--- src/rtl/tile_walk_pkg.sv ---
package tile_walk_pkg;
  typedef enum logic [1:0] {
    TM_LINEAR = 2'd0,
    TM_WIDE   = 2'd1,
    TM_TALL   = 2'd2,
    TM_STEN   = 2'd3
  } tmode_e;

  localparam int unsigned TILE_SHIFT = 12;
endpackage

--- src/rtl/tw_box_walker.sv ---
module tw_box_walker #(
  parameter int XW = 16,
  parameter int YW = 16,
  parameter int CW = 16,
  parameter int BW = 5
) (
  input  logic          clk,
  input  logic          rst,
  input  logic          load,
  input  logic [XW-1:0] org_x,
  input  logic [YW-1:0] org_y,
  input  logic [BW-1:0] bpe,
  input  logic [CW-1:0] width,
  input  logic [CW-1:0] height,
  input  logic          adv,
  output logic          active,
  output logic [XW-1:0] xb,
  output logic [YW-1:0] row,
  output logic          is_last
);
  logic [XW-1:0] org_q;
  logic [BW-1:0] bpe_q;
  logic [CW-1:0] w_q, h_q, col, rc;
  logic          row_end;

  assign row_end = (col == w_q - 1'b1);
  assign is_last = row_end && (rc == h_q - 1'b1);

  always_ff @(posedge clk) begin
    if (rst) begin
      active <= 1'b0;
      org_q  <= '0;
      bpe_q  <= '0;
      w_q    <= '0;
      h_q    <= '0;
      col    <= '0;
      rc     <= '0;
      xb     <= '0;
      row    <= '0;
    end else if (load) begin
      active <= 1'b1;
      org_q  <= org_x;
      bpe_q  <= bpe;
      w_q    <= width;
      h_q    <= height;
      col    <= '0;
      rc     <= '0;
      xb     <= org_x;
      row    <= org_y;
    end else if (adv && active) begin
      if (is_last) begin
        active <= 1'b0;
      end else if (row_end) begin
        col <= '0;
        rc  <= rc + 1'b1;
        xb  <= org_q;
        row <= row + 1'b1;
      end else begin
        col <= col + 1'b1;
        xb  <= xb + XW'(bpe_q);
      end
    end
  end

  AST_ROW_STEP: assert property (@(posedge clk) disable iff (rst)
    (adv && active && !is_last && !load) |=> (row == $past(row)) || (row == $past(row) + 1'b1));
endmodule

--- src/rtl/tw_tile_map.sv ---
module tw_tile_map
  import tile_walk_pkg::*;
#(
  parameter int XW = 16,
  parameter int YW = 16,
  parameter int PW = 16,
  parameter int AW = 32
) (
  input  tmode_e        mode,
  input  logic [XW-1:0] xb,
  input  logic [YW-1:0] row,
  input  logic [PW-1:0] tpr,
  output logic [AW-1:0] off
);
  logic [AW-1:0] xa, ya, ta, tile;

  always_comb begin
    xa   = AW'(xb);
    ya   = AW'(row);
    ta   = AW'(tpr);
    tile = '0;
    off  = '0;
    unique case (mode)
      TM_LINEAR: off = ya * ta + xa;
      TM_WIDE: begin
        tile = (ya >> 3) * ta + (xa >> 9);
        off  = (tile << TILE_SHIFT) | (AW'(row[2:0]) << 9) | AW'(xb[8:0]);
      end
      TM_TALL: begin
        tile = (ya >> 5) * ta + (xa >> 7);
        off  = (tile << TILE_SHIFT) | (AW'(xb[6:4]) << 9)
             | (AW'(row[4:0]) << 4) | AW'(xb[3:0]);
      end
      TM_STEN: begin
        tile = (ya >> 6) * ta + (xa >> 6);
        off  = (tile << TILE_SHIFT) | (AW'(xb[5:3]) << 9) | (AW'(row[5:3]) << 6)
             | (AW'(row[2]) << 5) | (AW'(xb[2]) << 4)
             | (AW'(row[1]) << 3) | (AW'(xb[1]) << 2)
             | (AW'(row[0]) << 1) | AW'(xb[0]);
      end
      default: off = '0;
    endcase
  end
endmodule

--- src/rtl/tw_swizzle.sv ---
module tw_swizzle
  import tile_walk_pkg::*;
#(
  parameter int AW = 32
) (
  input  tmode_e        mode,
  input  logic          en,
  input  logic [AW-1:0] raw,
  output logic [AW-1:0] sw
);
  always_comb begin
    sw = raw;
    if (en) begin
      unique case (mode)
        TM_WIDE:          sw[6] = raw[6] ^ raw[9] ^ raw[10];
        TM_TALL, TM_STEN: sw[6] = raw[6] ^ raw[9];
        default:          sw[6] = raw[6];
      endcase
    end
  end
endmodule

--- src/rtl/tile_addr_walker.sv ---
module tile_addr_walker
  import tile_walk_pkg::*;
#(
  parameter int XW = 16,
  parameter int YW = 16,
  parameter int CW = 16,
  parameter int PW = 16,
  parameter int BW = 5,
  parameter int AW = 32
) (
  input  logic          clk,
  input  logic          rst,
  input  logic          start,
  input  logic [1:0]    cfg_mode,
  input  logic [PW-1:0] cfg_pitch,
  input  logic [BW-1:0] cfg_bpe,
  input  logic          cfg_swz,
  input  logic [XW-1:0] cfg_org_x,
  input  logic [YW-1:0] cfg_org_y,
  input  logic [CW-1:0] cfg_width,
  input  logic [CW-1:0] cfg_height,
  output logic          out_valid,
  input  logic          out_ready,
  output logic [AW-1:0] out_addr,
  output logic          out_last,
  output logic          busy,
  output logic          done
);
  tmode_e        mode_q, mode_in;
  logic          swz_q;
  logic [PW-1:0] tpr_q, tpr_in;
  logic          take, empty_box, fire, gen_act, gen_last;
  logic [XW-1:0] cur_x;
  logic [YW-1:0] cur_y;
  logic [AW-1:0] raw_off, sw_off;

  assign mode_in   = tmode_e'(cfg_mode);
  assign busy      = gen_act || out_valid;
  assign take      = start && !busy;
  assign empty_box = (cfg_width == '0) || (cfg_height == '0);
  assign fire      = gen_act && (!out_valid || out_ready);

  always_comb begin
    unique case (mode_in)
      TM_WIDE: tpr_in = cfg_pitch >> 9;
      TM_TALL: tpr_in = cfg_pitch >> 7;
      TM_STEN: tpr_in = cfg_pitch >> 6;
      default: tpr_in = cfg_pitch;
    endcase
  end

  always_ff @(posedge clk) begin
    if (rst) begin
      mode_q <= TM_LINEAR;
      swz_q  <= 1'b0;
      tpr_q  <= '0;
    end else if (take) begin
      mode_q <= mode_in;
      swz_q  <= cfg_swz;
      tpr_q  <= tpr_in;
    end
  end

  tw_box_walker #(.XW(XW), .YW(YW), .CW(CW), .BW(BW)) u_walk (
    .clk    (clk),
    .rst    (rst),
    .load   (take && !empty_box),
    .org_x  (cfg_org_x),
    .org_y  (cfg_org_y),
    .bpe    (cfg_bpe),
    .width  (cfg_width),
    .height (cfg_height),
    .adv    (fire),
    .active (gen_act),
    .xb     (cur_x),
    .row    (cur_y),
    .is_last(gen_last)
  );

  tw_tile_map #(.XW(XW), .YW(YW), .PW(PW), .AW(AW)) u_map (
    .mode(mode_q),
    .xb  (cur_x),
    .row (cur_y),
    .tpr (tpr_q),
    .off (raw_off)
  );

  tw_swizzle #(.AW(AW)) u_swz (
    .mode(mode_q),
    .en  (swz_q),
    .raw (raw_off),
    .sw  (sw_off)
  );

  always_ff @(posedge clk) begin
    if (rst) begin
      out_valid <= 1'b0;
      out_addr  <= '0;
      out_last  <= 1'b0;
      done      <= 1'b0;
    end else begin
      done <= (take && empty_box) || (out_valid && out_ready && out_last);
      if (fire) begin
        out_valid <= 1'b1;
        out_addr  <= sw_off;
        out_last  <= gen_last;
      end else if (out_valid && out_ready) begin
        out_valid <= 1'b0;
        out_last  <= 1'b0;
      end
    end
  end

  AST_HOLD_STALL: assert property (@(posedge clk) disable iff (rst)
    (out_valid && !out_ready) |=> (out_valid && $stable(out_addr) && $stable(out_last)));
  AST_LAST_DRAINS: assert property (@(posedge clk) disable iff (rst)
    (out_valid && out_ready && out_last) |=> (!out_valid && done && !busy));
  AST_DONE_IDLE: assert property (@(posedge clk) disable iff (rst)
    done |-> !out_valid);
  AST_START_IGNORED: assert property (@(posedge clk) disable iff (rst)
    (busy && start) |=> ($stable(mode_q) && $stable(tpr_q) && $stable(swz_q)));
  AST_EMPTY_NOWORK: assert property (@(posedge clk) disable iff (rst)
    (start && !busy && empty_box) |=> (!busy && done));
endmodule

--- config.mk ---
export PLATFORM = sky130hd
export DESIGN_NAME = tile_addr_walker
export DESIGN_NICKNAME = d
export VERILOG_FILES = /design/src/rtl/tile_walk_pkg.sv /design/src/rtl/tw_box_walker.sv /design/src/rtl/tw_tile_map.sv /design/src/rtl/tw_swizzle.sv /design/src/rtl/tile_addr_walker.sv
export SDC_FILE = /design/constraint.sdc
export NUM_CORES = 2
export LEC_CHECK = 0
export BUFFER_PORTS_ARGS = -buffer_cell sky130_fd_sc_hd__buf_4
export CAP_MARGIN = 0
export CELL_PAD_IN_SITES_DETAIL_PLACEMENT = 2
export CELL_PAD_IN_SITES_GLOBAL_PLACEMENT = 2
export CORE_MARGIN = 2
export CORE_UTILIZATION = 40
export CTS_CLUSTER_SIZE = 24
export DETAILED_ROUTE_END_ITERATION = 10
export PLACE_DENSITY_LB_ADDON = 0.1
export SLEW_MARGIN = 20
export SYNTH_ARGS = -nofsm -noshare
export SYNTH_HDL_FRONTEND = slang
export SYNTH_SLANG_ARGS = --single-unit
--- constraint.sdc ---
create_clock -name clk -period 8.6 [get_ports clk]
set_clock_uncertainty 0.2 [all_clocks]
set_input_delay 0 -clock clk [delete_from_list [all_inputs] [get_ports clk]]
set_output_delay 0 -clock clk [all_outputs]
set_load 0.02 [all_outputs]
Word level (Yosys, flattened, before mapping):

Index checks and enable logic that the tools add are counted.

* register bits after elaboration: 172
* latch bits: 0
* bits in writable memories: 0
* ROM bits: 0
* bits of input ports: 92
* output and inout bits: 36
* word-level logic and storage cells: 103
* memories: 0

* add/subtract/negate cells: 10
* $mul: 4
* divide/modulo/power cells: 0
* magnitude comparators: 0
* equal/unequal tests: 9
* shifts and indexed selects: 0
* mux-type cells: 19
* bitwise gates (word level): 16
* reductions and logical operators: 29

Operator list (number)
* $mux 16: 9
* $pmux 32 s4: 1
* $or 32x12->32: 3
* $or 32x9->32: 3
* $or 32x4->32: 2
* $add 16x1->16 const B: 3
* $pmux 16 s3: 1
* $add 32x16->32: 1
* $eq 16x16->1: 2
* $logic_not 16->1: 2
* $mul 16x16->32: 1
* $or 32x1->32: 1
* $or 32x2->32: 1
* $or 32x3->32: 1
* $or 32x5->32: 1
* $or 32x6->32: 1
* $sub 16x1->16 const B: 2
* $add 20x10->20: 1
* $add 20x7->20: 1
* $add 20x9->20: 1
* $mul 10x16->20: 1
* $mul 11x16->20: 1
* $mul 13x16->20: 1
* $add 16x5->16: 1
* 15 further kinds: 45

Depth between registers and ports, before layout:

* depth after elaboration: 15
* depth in mapped cells: 25
* depth with buffers taken out: 23

Hierarchy:

From an unflattened synthesis, not the netlist that was laid out.

* cell total of the unflattened synthesis: 3222
* area, all modules: 27712.8 um2

Modules (own cells, without submodules)
* tw_tile_map: times used 1, cells an instance 2115, area an instance 18597.8 um2, sequential area each 0.0 um2
* tw_box_walker: times used 1, cells an instance 804, area an instance 6592.6 um2, sequential area each 2362.3 um2
* tile_addr_walker: times used 1, cells an instance 266, area an instance 2248.4 um2, sequential area each 1081.0 um2
* tw_swizzle: times used 1, cells an instance 37, area an instance 274.0 um2, sequential area each 0.0 um2

Worst setup path before layout:

Ideal clock, no wire load.

* path kind: register to register
* start point: register u_walk.row[6]
* end point: register out_addr[31]
* library setup time: 0.125 ns
* data arrival time: 6.097 ns
* data required time: 8.275 ns
* setup slack: 2.178 ns
* cell stages (with the launch flop): 23
* path buffers: 2
* clock period less this slack: 6.422 ns
* path through: dfxtp_1 > clkbuf_1 > clkbuf_1 > nand2_1 > fa_1 > inv_1 > fa_1 > fa_1 > fa_1 > fa_1 > inv_1 > fa_1 > inv_1 > ha_1 > a21oi_1 > o21ai_0 > a22oi_1 > nand2_1 > a2111oi_0 > nor3_1 > a211oi_1 > a211oi_1 > o41a_1

* cells in the longest elaborated chain, start to end: 11
* elaborated cells between the ends (all ways): 22
* those cells by class: add/sub (4); mul (4); mux (1); bitwise (13)

Ends and longest elaborated chain
* start: declaration: line tw_box_walker.sv:18 `output logic [YW-1:0] row,`
* start signal: assignment: line tw_box_walker.sv:49 `row <= org_y;`
* start signal: assignment: line tw_box_walker.sv:57 `row <= row + 1'b1;`
* $mul 10x16->20: line tw_tile_map.sv:35 `tile = (ya >> 6) * ta + (xa >> 6);`
* $add 20x10->20: line tw_tile_map.sv:35
* $or 32x12->32: line tw_tile_map.sv:36 `off = (tile << TILE_SHIFT) | (AW'(xb[5:3]) << 9) | (AW'(row[5:3]) << 6)`
* $or 32x9->32: line tw_tile_map.sv:36
* $or 32x6->32: line tw_tile_map.sv:37 `| (AW'(row[2]) << 5) | (AW'(xb[2]) << 4)`
* $or 32x5->32: line tw_tile_map.sv:37
* $or 32x4->32: line tw_tile_map.sv:38 `| (AW'(row[1]) << 3) | (AW'(xb[1]) << 2)`
* $or 32x3->32: line tw_tile_map.sv:38
* $or 32x2->32: line tw_tile_map.sv:39 `| (AW'(row[0]) << 1) | AW'(xb[0]);`
* $or 32x1->32: line tw_tile_map.sv:39
* $pmux 32 s4 (*): line tw_tile_map.sv:23 `unique case (mode)`
* end signal: assignment: line tile_addr_walker.sv:105 `out_addr <= sw_off;`
* end: declaration: line tile_addr_walker.sv:24 `output logic [AW-1:0] out_addr,`

Mark *: on every way between the ends. The rest lies on a longest branch, timed or not.
A chain may end at the register's enable or synchronous reset.

Worst setup path after layout:

* start point: register tpr_q[8]
* end point: register out_addr[31]

* cells in the longest elaborated chain, start to end: 11
* elaborated cells between the ends (all ways): 22
* those cells by class: add/sub (4); mul (4); mux (1); bitwise (13)

Ends and longest elaborated chain
* start: declaration: line tile_addr_walker.sv:31 `logic [PW-1:0] tpr_q, tpr_in;`
* start signal: assignment: line tile_addr_walker.sv:60 `tpr_q <= tpr_in;`
* $mul 10x16->20: line tw_tile_map.sv:35
* $add 20x10->20: line tw_tile_map.sv:35
* $or 32x12->32: line tw_tile_map.sv:36
* $or 32x9->32: line tw_tile_map.sv:36
* $or 32x6->32: line tw_tile_map.sv:37
* $or 32x5->32: line tw_tile_map.sv:37
* $or 32x4->32: line tw_tile_map.sv:38
* $or 32x3->32: line tw_tile_map.sv:38
* $or 32x2->32: line tw_tile_map.sv:39
* $or 32x1->32: line tw_tile_map.sv:39
* $pmux 32 s4 (*): line tw_tile_map.sv:23

Marks and branches as above.

==> flow_metrics.tcl <==
set metrics [dict create \
    status "completed" \
    fin_crit_sh_pct 93.5 \
    path_max_fanout 17 \
    rsz0062_at_grt "false" \
    clkPwrFrac_pct 23.5 \
    dp_slack_ns 0.697 \
    seq_area_mm2 0.00345 \
    p_int_mw 2.02 \
    hp-start "cfg_org_x[13]" \
    synthCells 3197 \
    firstDrtPassIters 5 \
    fin_hold_ws_ns 0.109 \
    synth_most_common_cell "inv_1" \
    synth.avg_cell_area_um2 8.54 \
    fp-row-count 95 \
    first_global_vias 28300 \
    final_util_pct 46.0 \
    fmax_mhz 124 \
    wire_per_inst_um 26.4 \
    dieHeight_um 265 \
    yosys_most_used_dff "dfxtp_1" \
    power.leakage_nw 15.7 \
    grt.overflow.total 0 \
    p_comb_share_pct 50.0 \
    synth_area_leader_cell "fa_1" \
    area_delta_synth_final_pct 13.6 \
    via_per_inst 5.57 \
    powerDensity_mw_per_mm2 122 \
    vias 23800 \
    ys_top_cells_by_area "fa_1 (30%), dfxtp_1 (13%), ha_1 (12%)" \
    ys_warn_count 0 \
    die_width_um 265 \
    hold_buffers 129 \
    reg2reg_depth 21 \
    layout-drive-gt1-share_pct 7.62 \
    hpwl_um 86700 \
    die_area_mm2 0.0703 \
    max_cap_viol_count 0 \
    swShare_pct 46.6 \
    path_clk_slew_ns 0.09 \
    hold_path.class "in -> reg" \
    multi_input_area_mm2 0.0208 \
    io_buffers 127 \
    crit_path_end_kind "register" \
    io_pins 128 \
    seq_area_frac_synth_pct 12.6 \
    period_needed_ns 8.04 \
    hold_depth 4 \
    place_congestion 0.914 \
    cts_inserted_buffers 17 \
    seq_power_share_pct 26.5 \
    rr_startpoint "tpr_q[8]$_SDFFE_PP0P_" \
    start_util_pct 40.5 \
    p_switching_mw 1.77 \
    clk_latency_ns 0.52 \
    crit_required_ns 8.80 \
    syn-num-nets 3954 \
    synthDistinctLibCells 83 \
    hold_viol 0 \
    min_to "u_walk.org_q[13]$_SDFFE_PP0P_" \
    synth-seq-cells 172 \
    arrival_ns 8.24 \
    finalMaxSlewViolations 0 \
    grt_pass1_wl_um 174000 \
    drt_iter0_drc 1064 \
    maxSlewHeadroom_pct 24.6 \
    drc 0 \
    num-fill-cells 7438 \
    cts_max_level 4 \
    routed_wl_um 113000 \
    reg2reg_slack_ns 0.56 \
    synth_top_area_share_pct 30.3 \
    synth-async-reset-ratio_pct 0 \
    fp.coreArea_mm2 0.0674 \
    antenna_found_initial 9 \
    nets 4131 \
    path_class "reg -> reg" \
    clock-sinks 172 \
    synth_top_cells_by_count "inv_1 (662), fa_1 (413), nand2_1 (368)" \
    cts_root_buffer "clkbuf_16" \
    grt.total_usage_pct 33.0 \
    timing_worst_slew_pin_value_ns 1.13 \
    r2r_end "out_addr[31]$_SDFFE_PP0P_" \
    setup_ws_ns 0.558 \
    cts_tree "done" \
    cts_resized 0 \
    setup_violations 0 \
    critPathLaunchType "register" \
    setup_tns_ns 0 \
    grt_max_degree 80 \
    synth_area_mm2 0.0273 \
    clockBufferDepth 2 \
    synth_edf_count 0 \
    ant_nets 0 \
    worst_ir_drop_vdd_mv 0.0922 \
    cts_setup_buffers 0 \
]
## layer usage
layer  vias up  routed length (um)  GRT usage [%]
met5         -                   0              0
met3       258                3490           3.50
met4         0                5880           15.7
met1     12500               44800           38.4
li1      10500                   -              -
met2       548               58600           60.5
## how the worst max path moves through the flow
stage                               startpoint  depth (start not counted)                         to  slack, ns
finish                   tpr_q[8]$_SDFFE_PP0P_                         21  out_addr[31]$_SDFFE_PP0P_       0.56
global route        u_walk.row[6]$_SDFFE_PP0P_                         22  out_addr[31]$_SDFFE_PP0P_       0.24
floorplan           u_walk.row[6]$_SDFFE_PP0P_                         22  out_addr[31]$_SDFFE_PP0P_       2.18
detailed placement      tpr_q[10]$_SDFFE_PP0P_                         20  out_addr[31]$_SDFFE_PP0P_       0.70
CTS                 u_walk.row[6]$_SDFFE_PP0P_                         22  out_addr[31]$_SDFFE_PP0P_       0.68
global placement        tpr_q[10]$_SDFFE_PP0P_                         20  out_addr[31]$_SDFFE_PP0P_       0.86
## cell type report
| cell class | instances | share of cell area (%) |
|---|---|---|
| multi-input cells | 2227 | 67.0 |
| flip-flops and latches | 172 | 11.1 |
| repair buffers | 294 | 8.16 |
| inverters | 662 | 8.01 |
| well taps | 873 | 3.52 |
| clock buffers | 17 | 1.37 |
| clock inverters | 15 | 0.694 |
| diodes | 12 | 0.0968 |
## cell families (layout without fill, tap and decap cells)
| family | count (synthesis) | after routing | synth area share [%] |
|---|---|---|---|
| fa+ha+maj | 665 | 665 | 41.8 |
| flops | 172 | 172 | 12.6 |
| mux | 31 | 31 | 1.98 |
| xor+xnor | 169 | 169 | 5.42 |
| simple gates | 926 | 926 | 16.1 |
| other cells | 0 | 12 | 0 |
| buf+inv | 798 | 988 | 11.3 |
| compound gates | 436 | 436 | 10.7 |
## cell usage in the layout, fill, tap and decap left out, types with 11 or more instances in the layout
cell type,synthesis,layout
buf_4,4,165
a31oi_1,14,14
nor2_1,174,173
nand3_1,53,52
clkbuf_16,0,17
or3_1,14,14
o21ai_0,48,48
dfxtp_1,172,170
a21o_1,33,33
a211oi_1,44,44
a21oi_1,156,156
diode_2,0,12
nand2b_1,13,13
nor3b_1,11,11
o211ai_1,15,15
nor4_1,15,15
xnor2_1,97,97
a2111oi_0,11,11
nand2_1,368,367
and2_1,119,118
fa_1,413,413
nor2b_1,15,15
inv_1,662,662
mux4_2,18,18
nand4_1,26,26
and3_1,24,24
o21bai_1,13,13
nor3_1,54,54
dlygate4sd3_1,0,129
ha_1,252,252
xor2_1,72,72
## power groups by stage
stage                     Clock [mW]  Combinational (mW)  Sequential [mW]
after floorplan                    0                1.20            0.936
after global placement             0                1.70             1.01
after detailed placement           0                1.80             1.02
after CTS                      0.897                1.87            0.998
after global routing           0.930                2.09             1.01
final                          0.890                1.90             1.00
## state kept, by name, summed over array words and instances (netlist names)
name / count
u_walk.rc: 16
out_valid: 1
u_walk.bpe_q: 5
done: 1
mode_q: 2
u_walk.w_q: 16
u_walk.xb: 16
swz_q: 1
out_last: 1
u_walk.col: 16
u_walk.org_q: 16
u_walk.h_q: 16
out_addr: 32
u_walk.row: 16
tpr_q: 16
u_walk.active: 1
## critical path, stage by stage (launching register included)
cell and delay (ns):
dfxtp_1 1.08, and2_1 0.36, fa_1 0.49, fa_1 0.54, inv_1 0.07, fa_1 0.54, inv_1 0.06, fa_1 0.46
fa_1 0.49, inv_1 0.05, fa_1 0.51, inv_1 0.05, ha_1 0.38, a21oi_1 0.15, o21ai_0 0.21, a22oi_1 0.41
nand2_1 0.13, a2111oi_0 0.74, nor3_1 0.23, a211oi_1 0.23, a211oi_1 0.13, o41a_1 0.41
## metrics by stage
| stage | total power [mW] | instances | instance area [um^2] |
|---|---|---|---|
| 2_1_floorplan | 2.13 | 3197 | 27300 |
| 3_3_place_gp | 2.71 | 4099 | 29100 |
| 3_5_place_dp | 2.82 | 4099 | 29100 |
| 4_1_cts | 3.76 | 4260 | 31000 |
| 5_1_grt | 4.02 | 4267 | 31000 |
| 6_report | 3.79 | 4272 | 31000 |
Note: power is estimated with default switching activity, not from simulation.
